### config.mk
export PLATFORM = sky130hd
export DESIGN_NAME = pm_boot_loader
export DESIGN_NICKNAME = d
export VERILOG_FILES = /design/src/rtl/pmb_pkg.sv /design/src/rtl/pmb_strap.sv /design/src/rtl/pmb_src_mux.sv /design/src/rtl/pmb_packer.sv /design/src/rtl/pmb_parity.sv /design/src/rtl/pm_boot_loader.sv
export SDC_FILE = /design/constraint.sdc
export NUM_CORES = 1
export LEC_CHECK = 0
export ABC_AREA = 1
export BUFFER_PORTS_ARGS = -buffer_cell sky130_fd_sc_hd__buf_2
export CORE_UTILIZATION = 51
export CTS_CLUSTER_DIAMETER = 60
export DETAILED_ROUTE_END_ITERATION = 6
export PLACE_DENSITY = 0.8
export SETUP_SLACK_MARGIN = 0.02
export SLEW_MARGIN = 30
export SYNTH_ARGS = -nofsm -noshare
export SYNTH_HDL_FRONTEND = slang
export SYNTH_HIERARCHICAL = 1
export SYNTH_SLANG_ARGS = --single-unit
### constraint.sdc
create_clock -name clk -period 2.17 [get_ports clk]
set_clock_uncertainty 0.05 [all_clocks]
set_input_delay 0.434 -clock clk [delete_from_list [all_inputs] [get_ports clk]]
set_output_delay 0.434 -clock clk [all_outputs]
set_load 0.05 [all_outputs]
### src/rtl/pmb_pkg.sv
package pmb_pkg;
  typedef enum logic [1:0] {
    SRC_NONE = 2'b00,
    SRC_P8   = 2'b01,
    SRC_P16  = 2'b10,
    SRC_SER  = 2'b11
  } src_e;

  typedef enum logic [1:0] {
    ST_HDR  = 2'b00,
    ST_LOAD = 2'b01,
    ST_DONE = 2'b10
  } st_e;
endpackage

### src/rtl/pmb_strap.sv
module pmb_strap
  import pmb_pkg::*;
(
  input  logic       clk,
  input  logic       rst_n,
  input  logic [1:0] strap_i,
  output src_e       src_o
);
  src_e src_q;

  // Captured on every reset edge; the last one wins.
  always_ff @(posedge clk) begin
    if (!rst_n) src_q <= src_e'(strap_i);
  end

  assign src_o = src_q;

  AST_SRC_FROZEN: assert property (@(posedge clk) disable iff (!rst_n)
    $past(rst_n) |-> $stable(src_q));
endmodule

### src/rtl/pmb_src_mux.sv
module pmb_src_mux
  import pmb_pkg::*;
#(
  parameter int DBUS_W = 40
) (
  input  src_e              src_i,
  input  logic              take_en_i,
  input  logic [DBUS_W-1:0] pbus_data_i,
  input  logic              pbus_valid_i,
  output logic              pbus_ready_o,
  input  logic [15:0]       ser_data_i,
  input  logic              ser_valid_i,
  output logic              ser_ready_o,
  output logic              unit_valid_o,
  output logic [15:0]       unit_data_o,
  output logic              unit_two_o
);
  logic unused_bits;
  assign unused_bits = ^{pbus_data_i[DBUS_W-1:24], pbus_data_i[7:0]};

  always_comb begin
    pbus_ready_o = 1'b0;
    ser_ready_o  = 1'b0;
    unit_valid_o = 1'b0;
    unit_data_o  = '0;
    unit_two_o   = 1'b0;
    unique case (src_i)
      SRC_P8: begin
        pbus_ready_o = take_en_i;
        unit_valid_o = pbus_valid_i;
        unit_data_o  = {8'h00, pbus_data_i[15:8]};
      end
      SRC_P16: begin
        pbus_ready_o = take_en_i;
        unit_valid_o = pbus_valid_i;
        unit_data_o  = pbus_data_i[23:8];
        unit_two_o   = 1'b1;
      end
      SRC_SER: begin
        ser_ready_o  = take_en_i;
        unit_valid_o = ser_valid_i;
        unit_data_o  = ser_data_i;
        unit_two_o   = 1'b1;
      end
      default: ;
    endcase
  end
endmodule

### src/rtl/pmb_packer.sv
module pmb_packer #(
  parameter int WORD_BYTES = 6,
  localparam int WORD_W = WORD_BYTES * 8,
  localparam int BCNT_W = $clog2(WORD_BYTES + 1)
) (
  input  logic              clk,
  input  logic              rst_n,
  input  logic              take_i,
  input  logic [15:0]       data_i,
  input  logic              two_i,
  input  logic              clear_i,
  output logic              full_o,
  output logic [WORD_W-1:0] word_o
);
  logic [BCNT_W-1:0] bcnt_q;
  logic [BCNT_W-1:0] bcnt_nx;
  logic              full_q;

  assign bcnt_nx = bcnt_q + (two_i ? BCNT_W'(2) : BCNT_W'(1));

  always_ff @(posedge clk) begin
    if (!rst_n || clear_i) begin
      bcnt_q <= '0;
      full_q <= 1'b0;
    end else if (take_i) begin
      bcnt_q <= bcnt_nx;
      full_q <= (bcnt_nx == BCNT_W'(WORD_BYTES));
    end
  end

  for (genvar g = 0; g < WORD_BYTES; g++) begin : g_lane
    logic [7:0] lane_q;
    always_ff @(posedge clk) begin
      if (!rst_n) begin
        lane_q <= '0;
      end else if (take_i && bcnt_q == BCNT_W'(g)) begin
        lane_q <= data_i[7:0];
      end else if (take_i && two_i && (bcnt_q + BCNT_W'(1)) == BCNT_W'(g)) begin
        lane_q <= data_i[15:8];
      end
    end
    assign word_o[g*8 +: 8] = lane_q;
  end

  assign full_o = full_q;

  AST_NO_OVERFLOW: assert property (@(posedge clk) disable iff (!rst_n)
    take_i |-> !full_q);
  AST_HALF_ALIGN: assert property (@(posedge clk) disable iff (!rst_n)
    (take_i && two_i) |-> !bcnt_q[0]);
endmodule

### src/rtl/pmb_parity.sv
module pmb_parity #(
  parameter int W   = 48,
  parameter bit ODD = 1'b0
) (
  input  logic [W-1:0] data_i,
  input  logic         en_i,
  output logic         par_o
);
  if (ODD) begin : g_odd
    assign par_o = en_i & ~(^data_i);
  end else begin : g_even
    assign par_o = en_i & (^data_i);
  end
endmodule

### src/rtl/pm_boot_loader.sv
module pm_boot_loader
  import pmb_pkg::*;
#(
  parameter int DBUS_W     = 40,
  parameter int CNT_W      = 20,
  parameter int WORD_BYTES = 6,
  localparam int WORD_W    = WORD_BYTES * 8
) (
  input  logic              clk,
  input  logic              rst_n,
  input  logic [1:0]        strap_i,
  input  logic              par_en_i,
  input  logic [DBUS_W-1:0] pbus_data_i,
  input  logic              pbus_valid_i,
  output logic              pbus_ready_o,
  input  logic [15:0]       ser_data_i,
  input  logic              ser_valid_i,
  output logic              ser_ready_o,
  output logic              pm_wr_valid_o,
  input  logic              pm_wr_ready_i,
  output logic [CNT_W-1:0]  pm_wr_addr_o,
  output logic [WORD_W-1:0] pm_wr_data_o,
  output logic              pm_wr_par_o,
  output logic              done_o,
  input  logic              cfg_wr_i,
  input  logic              cfg_sysav_i,
  output logic              sys_avail_o
);
  src_e              src;
  st_e               st_q;
  logic              take_en, unit_valid, unit_two, take, full, clear;
  logic [15:0]       unit_data;
  logic [WORD_W-1:0] word;
  logic [CNT_W-1:0]  cnt_q, addr_q;
  logic              sysav_q, wr_fire;

  pmb_strap u_strap (.clk(clk), .rst_n(rst_n), .strap_i(strap_i), .src_o(src));

  pmb_src_mux #(.DBUS_W(DBUS_W)) u_mux (
    .src_i(src), .take_en_i(take_en),
    .pbus_data_i(pbus_data_i), .pbus_valid_i(pbus_valid_i), .pbus_ready_o(pbus_ready_o),
    .ser_data_i(ser_data_i), .ser_valid_i(ser_valid_i), .ser_ready_o(ser_ready_o),
    .unit_valid_o(unit_valid), .unit_data_o(unit_data), .unit_two_o(unit_two)
  );

  pmb_packer #(.WORD_BYTES(WORD_BYTES)) u_pack (
    .clk(clk), .rst_n(rst_n), .take_i(take), .data_i(unit_data), .two_i(unit_two),
    .clear_i(clear), .full_o(full), .word_o(word)
  );

  pmb_parity #(.W(WORD_W), .ODD(1'b0)) u_par (
    .data_i(word), .en_i(par_en_i), .par_o(pm_wr_par_o)
  );

  assign take_en       = (st_q != ST_DONE) && !full;
  assign take          = take_en && unit_valid;
  assign pm_wr_valid_o = (st_q == ST_LOAD) && full;
  assign wr_fire       = pm_wr_valid_o && pm_wr_ready_i;
  assign clear         = ((st_q == ST_HDR) && full) || wr_fire;

  always_ff @(posedge clk) begin
    if (!rst_n) begin
      st_q   <= (strap_i == 2'b00) ? ST_DONE : ST_HDR;
      cnt_q  <= '0;
      addr_q <= '0;
    end else begin
      unique case (st_q)
        ST_HDR: if (full) begin
          cnt_q <= word[CNT_W-1:0];
          st_q  <= (word[CNT_W-1:0] == '0) ? ST_DONE : ST_LOAD;
        end
        ST_LOAD: if (wr_fire) begin
          addr_q <= addr_q + CNT_W'(1);
          if (addr_q == cnt_q - CNT_W'(1)) st_q <= ST_DONE;
        end
        default: ;
      endcase
    end
  end

  always_ff @(posedge clk) begin
    if (!rst_n)        sysav_q <= 1'b0;
    else if (cfg_wr_i) sysav_q <= cfg_sysav_i;
  end

  assign pm_wr_addr_o = addr_q;
  assign pm_wr_data_o = word;
  assign done_o       = (st_q == ST_DONE);
  assign sys_avail_o  = sysav_q;

  AST_WR_HOLD: assert property (@(posedge clk) disable iff (!rst_n)
    (pm_wr_valid_o && !pm_wr_ready_i) |=> (pm_wr_valid_o && $stable(pm_wr_data_o)
      && $stable(pm_wr_addr_o) && $stable(pm_wr_par_o)));
  AST_ADDR_STEP: assert property (@(posedge clk) disable iff (!rst_n)
    wr_fire |=> (pm_wr_addr_o == $past(pm_wr_addr_o) + CNT_W'(1)));
  AST_PAR_EVEN: assert property (@(posedge clk) disable iff (!rst_n)
    (pm_wr_valid_o && par_en_i) |-> ($countones({pm_wr_data_o, pm_wr_par_o}) % 2 == 0));
  AST_PAR_OFF: assert property (@(posedge clk) disable iff (!rst_n)
    !par_en_i |-> !pm_wr_par_o);
  AST_DONE_STICKY: assert property (@(posedge clk) disable iff (!rst_n)
    done_o |=> done_o);
  AST_DONE_QUIET: assert property (@(posedge clk) disable iff (!rst_n)
    done_o |-> (!pm_wr_valid_o && !pbus_ready_o && !ser_ready_o));
  AST_SRC_EXCL: assert property (@(posedge clk) disable iff (!rst_n)
    !(pbus_ready_o && ser_ready_o));
  AST_SYSAV: assert property (@(posedge clk) disable iff (!rst_n)
    cfg_wr_i |=> (sys_avail_o == $past(cfg_sysav_i)));
endmodule

* Word level (Yosys, flattened, before mapping)
Cells that the tools add are included.
** Word-level totals
- Word-level logic and storage cells :: 104
- Output and inout port bits :: 74
- Register bits :: 97
- Bits of input ports :: 66
** Cells by class
- Reductions and logical operators :: 39
- Add/sub/neg operators :: 4
- Bitwise operators :: 1
- Multiplexer cells :: 25
- Eq/ne operators :: 22
** Operator list (number)
- $mux 8 :: 12
- $pmux 16 s3 :: 1
- $reduce_xor 48->1 :: 1
- $add 20x1->20 const B :: 1
- $eq 20x20->1 :: 1
- $logic_not 20->1 :: 1
- $sub 20x1->20 const B :: 1
- $logic_and 1x1->1 :: 18
- $eq 3x3->1 const B :: 5
- $mux 2 :: 7
- $eq 3x2->1 const B :: 4
- $reduce_bool 2->1 :: 6
- $eq 2x2->1 const B :: 3
- $eq 3x1->1 const B :: 2
- $logic_not 3->1 :: 2
- $ne 3x2->1 const B :: 2
- $eq 2x1->1 const B :: 2
- $logic_not 2->1 :: 2
- $pmux 2 s2 :: 1
- $reduce_and 2->1 :: 2
- $reduce_and 4->1 :: 1
- $reduce_or 2->1 :: 2
- $add 3x1->3 const B :: 1
- $add 3x3->3 :: 1
- 8 further kinds :: 12

* Longest topological paths before layout
Gate-level depths: netlist (run 1).
- Depth in word-level cells :: 8
- Depth in mapped cells :: 15

* Modules after synthesis
Netlist (run 1), hierarchy kept.
** By module, submodules not included
- pmb_packer :: times used 1, area each 3101.7 um^2, seq. area each 1041.0 um^2, cells an instance 525
- pm_boot_loader :: times used 1, area each 2686.3 um^2, seq. area each 880.8 um^2, cells an instance 409
- pmb_parity :: times used 1, area each 987.2 um^2, seq. area each 0.0 um^2, cells an instance 224
- pmb_src_mux :: times used 1, area each 484.2 um^2, seq. area each 0.0 um^2, cells an instance 94
- pmb_strap :: times used 1, area each 63.8 um^2, seq. area each 60.1 um^2, cells an instance 3

* Least setup slack after synthesis (run 1)
No wires, ideal clock.
- Kind :: flip-flop to output port
- From :: register u_pack.g_lane[0].lane_q[4]
- To :: output pm_wr_par_o
- Slack :: -0.248 ns
- Required time :: 1.686 ns
- Data arrival time :: 1.934 ns
- Path buffers :: 0
- Cell stages (with the launch flop) :: 15
- Path through :: dfxtp_1 inv_1 nand2_1 nand2_1 nand2_1 nand2_1 nand2_1 nand2_1 nand2_1 inv_1 nor2_1 nand2_1 nand3_1 nand2_1 nor2_2
** Between the ends
- Cells in the longest elaborated chain, start to end :: 2
** RTL lines
- from (decl) :: line pmb_packer.sv:32 : logic [7:0] lane_q;
- from (signal assigned) :: line pmb_packer.sv:37 : lane_q <= data_i[7:0];
- from (signal assigned) :: line pmb_packer.sv:39 : lane_q <= data_i[15:8];
- $reduce_xor 48->1 :: line pmb_parity.sv:12 : assign par_o = en_i & (^data_i);
- $and 1x1->1 :: line pmb_parity.sv:12
- to (decl) :: line pm_boot_loader.sv:23 : output logic pm_wr_par_o,
No other way between the ends.

* Worst setup path after layout (run 1)
- From :: register u_pack.g_lane[0].lane_q[6]
- To :: output pm_wr_par_o
Same word-level chain as after synthesis.

==> flow_summary_export.csv, run 1 <==
group,metric,value,unit
pwr,power_report.internal_total,0.00383,W
grt,largest_net_degree_at_the_start_of_global_routing,54,
detailed_routing,drt.antenna.violating_nets,0,
critical_path,critPathLaunchType,"flip-flop",
detailed_routing,vias,8629,
detailed_routing,wl_per_cell,14.0,um
critical_path,crit_arrival,2.00,ns
logic_synthesis,most_used_dff_post_synth,"sky130_fd_sc_hd__dfxtp_1",
logic_synthesis,synthTopCellsByArea,"sky130_fd_sc_hd__dfxtp_1, sky130_fd_sc_hd__nand2_1, sky130_fd_sc_hd__nor2_1",
grt,via_count_of_the_first_global_routing_pass,7359,
pwr,design_power_total,0.00633,W
status,violations,"setup timing",
final_layout,design.final.nets,1511,
clocking,cts-root-to-sink-buffers,2,
floorplanning,fp-row-count,43,
logic_synthesis,netlist-cell-type-count,48,
timing,finalSetupViolCount,15,
final_layout,syn_to_final_growth,34.1,%
pwr,leakagePower,5.26,nW
detailed_routing,routed-wl-met2,10.7,mm
floorplanning,fp.dieW,122,um
logic_synthesis,syn-mean-instance-area,5.84,sq um
clocking,cts.hold.buffers_added,0,
detailed_routing,routed_wirelength,22.7,mm
clocking,cts_buffers,9,
pwr,clock_power_share,0.285,
detailed_routing,initialDrtViolationCount,920,
timing,finalCritPeriodShare,1.14,
grt,overflow_left_after_global_routing,0,
final_layout,post_layout_nonfiller_instances,1620,
grt,grt.total_usage,0.280,
pwr,netSwitchingFraction,0.394,
floorplanning,floorplan.die_area,14800,sq um
pwr,power_share_of_the_combinational_group,0.400,
detailed_routing,top_layer_used,"met4",
detailed_routing,via_per_inst,5.33,
grt,wire_length_of_the_first_global_routing_pass,33.2,mm
timing,tightest_slew,0.726,ns
critical_path,worstSetupPathType,"flip-flop to primary output",
final_layout,diodes,0,
logic_synthesis,postSynth.asyncResetShare,0,
detailed_routing,first_drt_pass_iteration_count,5,
status,status,"complete, but fails checks",
pwr,maximum_resistive_drop_on_vdd,384,uV
timing,worst_slack,-0.311,ns
clocking,insertion_delay,0.36,ns
critical_path,worst-endpoint-required,1.69,ns
floorplanning,core,13900,sq um
logic_synthesis,edff_count_synth,4,
flow_run,max_cap_violations,0,
placed_design,gp_congestion,0.917,
pwr,seq_power_share,0.315,
placed_design,placement_stage_worst_setup_slack,-0.0754,ns
pwr,power_switching,0.00250,W
logic_synthesis,synth.net_count,1331,
logic_synthesis,yosys.area.top_type,"sky130_fd_sc_hd__dfxtp_1",
pwr,power-per-cell-area,645,nW/um^2
timing,finalHoldViolations,0,
placed_design,numPortBuffers,115,
floorplanning,chipHeight,122,um
floorplanning,count_of_boundary_i_o_pins,140,
timing,max_freq,403,MHz
logic_synthesis,synth_cells,1255,
floorplanning,initial_util,0.526,
placed_design,placed_cells,1577,
timing,worst_relative_slew_slack,0.515,
detailed_routing,routed-wl-met3,1.94,mm
logic_synthesis,fraction_of_the_yosys_area_taken_by_sequential_cells,0.271,
detailed_routing,m1WireLength,9.34,mm
clocking,ctsRootBufferMaster,"sky130_fd_sc_hd__clkbuf_16",
logic_synthesis,yosys.area.top_type_share,0.254,
clocking,cts_tree,"yes",
clocking,clk_pin_slew,0.07,ns
timing,grt_setup_unrepaired,"yes",
critical_path,crit_path_max_fanout,4,
logic_synthesis,synthesis.area,7320,sq um
clocking,cts.sinks,97,
logic_synthesis,yosys_warnings,6,
critical_path,critPathCaptureType,"primary output",
hold_path,worstHoldPathType,"primary input to flip-flop",
logic_synthesis,yosys_register_bits,97,
final_layout,layout-drive-gt1-share,0.318,
timing,slew_viol_final,0,
grt,initial_antenna_violation_count,0,
timing,period_minus_slack,2.48,ns
detailed_routing,remaining_drc_errors,0,
placed_design,post-dp-hpwl,14.6,mm
clocking,htree_num_levels,3,
final_layout,postLayoutCoreUtil,0.705,
worst paths after layout:
check	from	end	slack, ns	depth (start not counted)
hold / removal	strap_i[1]	u_strap/src_o[1]	0.21	1
setup reg to reg	u_strap/src_o[0]	u_pack/g_lane[1].lane_q[3]	-0.09	14
setup / recovery	u_pack/g_lane[0].lane_q[6]	pm_wr_par_o	-0.31	15
hold reg to reg	cnt_q[1]	cnt_q[1]	0.45	2
cell families (layout without fill, tap and decap cells):
kind of cell | Yosys count | count (layout) | share of synthesized area
XOR/XNOR | 43 | 43 | 0.0535
flip-flops | 97 | 97 | 0.271
AO/OA/AOI/OAI | 78 | 78 | 0.0579
adder cells (fa/ha/maj) | 10 | 10 | 0.0181
AND/OR/NAND/NOR | 844 | 848 | 0.493
buffers and inverters | 183 | 364 | 0.107
registers in the layout, summed over array words and instances, names as in the netlist:
name,cells
u_pack/bcnt_q,3
cnt_q,20
u_strap/src_o,2
u_pack/g_lane.lane_q,48
sys_avail_o,1
pm_wr_addr_o,20
st_q,2
u_pack/full_o,1
critical path: stages, from the launching register on:
cell                      delay [ns]
sky130_fd_sc_hd__dfxtp_2        0.35
sky130_fd_sc_hd__inv_1          0.06
sky130_fd_sc_hd__nand2_1        0.08
sky130_fd_sc_hd__nand2_1        0.09
sky130_fd_sc_hd__nand2_1        0.09
sky130_fd_sc_hd__nand2_2        0.07
sky130_fd_sc_hd__nand2_1        0.08
sky130_fd_sc_hd__nand2_2        0.09
sky130_fd_sc_hd__nand2_2        0.09
sky130_fd_sc_hd__nand2_1        0.09
sky130_fd_sc_hd__nand2_2        0.09
sky130_fd_sc_hd__nand2_1        0.06
sky130_fd_sc_hd__nand2_1        0.08
sky130_fd_sc_hd__nand2_2        0.06
sky130_fd_sc_hd__nor2_4         0.11
sky130_fd_sc_hd__buf_8          0.15
synth_stat cells, drive strengths merged, types with 6 or more instances:
| library cell | number |
|---|---|
| nand2 | 479 |
| nor2 | 205 |
| inv | 146 |
| nand3 | 125 |
| dfxtp | 93 |
| a21oi | 37 |
| o21ai | 31 |
| xnor2 | 26 |
| buf | 22 |
| xor2 | 16 |
| nor3 | 13 |
| clkbuf | 11 |
| ha | 9 |
| nand4 | 8 |
| nor4 | 6 |
metrics by stage:
stage               hold slack, ns  instance area [sq um]  setup TNS (ns)
floorplan                    0.398                   7370          -0.128
global route                 0.202                   9820           -4.16
detailed placement           0.435                   8430          -0.948
CTS                          0.207                   8960          -0.215
finish                       0.211                   9820          -0.794
global placement             0.411                   8430          -0.628
power groups by stage:
| stage | sequential [W] | combinational [W] | clock (W) |
|---|---|---|---|
| finish | 0.00199 | 0.00253 | 0.00181 |
| global route | 0.00201 | 0.00273 | 0.00189 |
| CTS | 0.00198 | 0.00206 | 0.00181 |
| detailed placement | 0.00203 | 0.00194 | 0 |
| global placement | 0.00202 | 0.00190 | 0 |
| floorplan | 0.00224 | 0.00118 | 0 |
metal layers:
metal,vias to the layer above,GRT usage
li1,4250,-
met1,3884,0.368
met2,407,0.462
met3,88,0.0473
met4,0,0.0949
met5,-,0
what timing repair did:
| item | in CTS | in global routing |
|---|---|---|
| hold endpoints to repair | 0 | 0 |
| setup buffers | 10 | 13 |
| pin swaps | 15 | 85 |
| gates cloned | 0 | 5 |
| endpoints found under the setup margin | 28 | 54 |
| gates resized for setup | 34 | 199 |
area by class of cell:
type | count | area (sq um)
Inverter | 150 | 576
Sequential cell | 97 | 2060
Multi-Input combinational cell | 979 | 5320
Tap cell | 180 | 225
Clock buffer | 11 | 243
Timing Repair Buffer | 198 | 1310
Clock inverter | 5 | 86.3
Fill cell | 1064 | 4120
placed cells by master, fill, tap and decap left out, types with 7 or more instances in the layout:
master,netlist,final
sky130_fd_sc_hd__a21oi_1,34,33
sky130_fd_sc_hd__buf_2,7,115
sky130_fd_sc_hd__buf_4,8,65
sky130_fd_sc_hd__buf_6,4,12
sky130_fd_sc_hd__clkbuf_16,0,9
sky130_fd_sc_hd__dfxtp_1,93,52
sky130_fd_sc_hd__dfxtp_2,0,31
sky130_fd_sc_hd__dfxtp_4,0,10
sky130_fd_sc_hd__inv_1,139,124
sky130_fd_sc_hd__inv_2,7,20
sky130_fd_sc_hd__nand2_1,466,407
sky130_fd_sc_hd__nand2_2,9,56
sky130_fd_sc_hd__nand2_4,4,13
sky130_fd_sc_hd__nand2_8,0,7
sky130_fd_sc_hd__nand3_1,122,97
sky130_fd_sc_hd__nand3_2,3,27
sky130_fd_sc_hd__nand4_1,7,7
sky130_fd_sc_hd__nor2_1,189,156
sky130_fd_sc_hd__nor2_2,8,26
sky130_fd_sc_hd__nor2_4,7,22
sky130_fd_sc_hd__nor3_1,8,8
sky130_fd_sc_hd__o21ai_0,27,27
sky130_fd_sc_hd__xnor2_1,26,19
sky130_fd_sc_hd__xor2_1,16,15
Power figures use the tool's default switching activity.
==> inputs of run 2 (changes only) <==
Settings changed: HOLD_SLACK_MARGIN set to 0.03, SETUP_SLACK_MARGIN 0.02 to unset.
==> run 2 against run 1 <==
Compared with the run above: the run still ends with setup timing left; final area is 2.0% higher; non-clock buffer count stayed put; setup slack better by 0.036 ns; core utilization is 1.4 points higher; maximum frequency is 1.5% higher; combinational power is 5% higher; critical path depth stayed put; routed wire length is 7.1% higher; largest cell class unchanged; largest power group unchanged.
==> flow_summary_export.csv, run 2 (synthesis gave the netlist of run 1 again) <==
group,metric,value,unit
final_layout,fillCellCount,1021,
pwr,leakagePower,5.31,nW
timing,tightest_slew,0.895,ns
detailed_routing,initialDrtViolationCount,884,
detailed_routing,vias,8914,
hold_path,holdCritStartpoint,"cfg_wr_i",
floorplanning,count_of_boundary_i_o_pins,140,
pwr,power_switching,0.00262,W
floorplanning,floorplan.die_area,14800,sq um
grt,largest_net_degree_at_the_start_of_global_routing,32,
pwr,netSwitchingFraction,0.405,
hold_path,hold-path-endpoint,"sys_avail_o",
pwr,power-per-cell-area,646,nW/um^2
clocking,cts_buffers,9,
timing,finalCritPeriodShare,1.13,
critical_path,crit-reg2reg-capture,"u_pack/g_lane[1].lane_q[1]",
placed_design,numPortBuffers,115,
floorplanning,core,13900,sq um
critical_path,worst-r2r-setup-slack,-0.15,ns
detailed_routing,via_per_inst,5.50,
floorplanning,fp.dieW,122,um
final_layout,post_layout_nonfiller_instances,1621,
clocking,cts-root-to-sink-buffers,2,
clocking,clk_pin_slew,0.08,ns
detailed_routing,remaining_drc_errors,0,
grt,initial_antenna_violation_count,0,
critical_path,critPathLaunchType,"flip-flop",
pwr,power_report.internal_total,0.00385,W
clocking,htree_num_levels,3,
floorplanning,fp-row-count,43,
pwr,clock_power_share,0.281,
pwr,power_share_of_the_combinational_group,0.409,
status,violations,"setup timing",
floorplanning,initial_util,0.526,
detailed_routing,drt.antenna.violating_nets,0,
grt,wire_length_of_the_first_global_routing_pass,33.4,mm
critical_path,critPathCaptureType,"primary output",
timing,period_minus_slack,2.45,ns
final_layout,syn_to_final_growth,36.8,%
grt,overflow_left_after_global_routing,0,
timing,worst_slack,-0.275,ns
floorplanning,chipHeight,122,um
final_layout,layout_common_cells,"sky130_fd_sc_hd__nand2_1, sky130_fd_sc_hd__nor2_1, sky130_fd_sc_hd__inv_1",
timing,finalHoldViolations,0,
grt,grt.total_usage,0.282,
placed_design,post-dp-hpwl,14.6,mm
final_layout,layout_commonest_cell,"sky130_fd_sc_hd__nand2_1",
flow_run,max_cap_violations,0,
critical_path,worst-endpoint-required,1.69,ns
grt,via_count_of_the_first_global_routing_pass,7229,
clocking,insertion_delay,0.36,ns
pwr,seq_power_share,0.310,
detailed_routing,first_drt_pass_iteration_count,6,
critical_path,r2r.worst_path.cells,14,
critical_path,crit_path_max_fanout,6,
critical_path,crit_arrival,1.96,ns
pwr,maximum_resistive_drop_on_vdd,485,uV
critical_path,worstSetupPathType,"flip-flop to primary output",
placed_design,placement_stage_worst_setup_slack,-0.107,ns
final_layout,layout-drive-gt1-share,0.334,
final_layout,most_flops_register,"u_pack/g_lane.lane_q",
timing,finalSetupViolCount,46,
critical_path,worstReg2RegStart,"u_strap/src_o[1]",
timing,grt_setup_unrepaired,"yes",
final_layout,number_of_flip_flops_under_the_largest_register_name,48,
detailed_routing,wl_per_cell,15.0,um
clocking,ctsRootBufferMaster,"sky130_fd_sc_hd__clkbuf_16",
timing,worst_relative_slew_slack,0.401,
timing,max_freq,409,MHz
detailed_routing,routed_wirelength,24.3,mm
status,status,"complete, but fails checks",
placed_design,placed_cells,1575,
clocking,cts_tree,"yes",
clocking,cts.sinks,97,
final_layout,design.final.nets,1512,
timing,slew_viol_final,0,
final_layout,diodes,0,
hold_path,timing.hold.worst_path_depth,2,
placed_design,gp_congestion,0.918,
hold_path,worstHoldPathType,"primary input to flip-flop",
==> run 2: power by group through the flow <==
stage	Sequential, W	Clock (W)	Combinational (W)
after global routing	0.00202	0.00189	0.00283
after floorplan	0.00224	0	0.00118
after detailed placement	0.00203	0	0.00193
final	0.00200	0.00182	0.00265
after global placement	0.00203	0	0.00189
after CTS	0.00199	0.00181	0.00205
==> run 2: stage by stage <==
| step | area, sq um | TNS [ns] | hold WS, ns | power (W) | util |
|---|---|---|---|---|---|
| 5_1_grt | 10000 | -10.08 | 0.210 | 0.00674 | 0.719 |
| 2_1_floorplan | 7370 | -0.128 | 0.398 | 0.00343 | - |
| 4_1_cts | 8920 | -0.221 | 0.205 | 0.00585 | 0.640 |
| 3_5_place_dp | 8400 | -1.71 | 0.422 | 0.00396 | 0.603 |
| 6_report | 10000 | -2.89 | 0.210 | 0.00647 | 0.719 |
| 3_3_place_gp | 8400 | -0.171 | 0.410 | 0.00392 | 0.603 |
==> run 2: routing by layer <==
layer	global-route usage	share of wire	up-vias
met1	0.381	0.41	4036
met3	0.0543	0.082	130
li1	-	-	4259
met5	0	0	-
met4	0.0895	0.048	0
met2	0.451	0.46	489
==> run 2: worst max path at each step <==
stage                               startpoint                          to  slack (ns)  cells past startpoint
finish              u_pack/g_lane[0].lane_q[6]                 pm_wr_par_o       -0.28                     15
global placement              u_strap/src_o[0]  u_pack/g_lane[1].lane_q[2]       -0.03                     14
floorplan           u_pack/g_lane[2].lane_q[2]                 pm_wr_par_o       -0.03                     11
global route        u_pack/g_lane[0].lane_q[3]                 pm_wr_par_o       -0.40                     15
detailed placement            u_strap/src_o[1]  u_pack/g_lane[2].lane_q[1]       -0.11                     13
CTS                 u_pack/g_lane[0].lane_q[0]                 pm_wr_par_o       -0.22                     15
==> run 2: final cells by class <==
type	instances	area (sq um)	share of cell area
timing repair buffer	198	1360	0.136
clock buffer	9	225	0.0225
inverter	150	588	0.0587
clock inverter	7	100	0.00999
sequential	97	2060	0.205
tap	180	225	0.0225
multi-input combinational	980	5470	0.546
==> run 2: what timing repair did <==
item / 4_1_cts / 5_1_grt
buffers inserted: 9 / 20
gates resized for setup: 34 / 239
hold buffers: 0 / 0
pin swaps: 17 / 101
gates cloned: 0 / 7
setup endpoints to repair: 39 / 54
==> run 2: critical path, cell delays in order (launching register included) <==
cell                      delay, ns
sky130_fd_sc_hd__dfxtp_4       0.38
sky130_fd_sc_hd__inv_2         0.04
sky130_fd_sc_hd__nand2_1       0.08
sky130_fd_sc_hd__nand2_2       0.09
sky130_fd_sc_hd__nand2_1       0.09
sky130_fd_sc_hd__nand2_1       0.08
sky130_fd_sc_hd__nand2_2       0.08
sky130_fd_sc_hd__nand2_4       0.08
sky130_fd_sc_hd__nor2_4        0.13
sky130_fd_sc_hd__nor2_4        0.05
sky130_fd_sc_hd__nand2_2       0.07
sky130_fd_sc_hd__nand2_1       0.05
sky130_fd_sc_hd__nand2_1       0.07
sky130_fd_sc_hd__nand2_2       0.06
sky130_fd_sc_hd__nor2_4        0.11
sky130_fd_sc_hd__buf_8         0.15
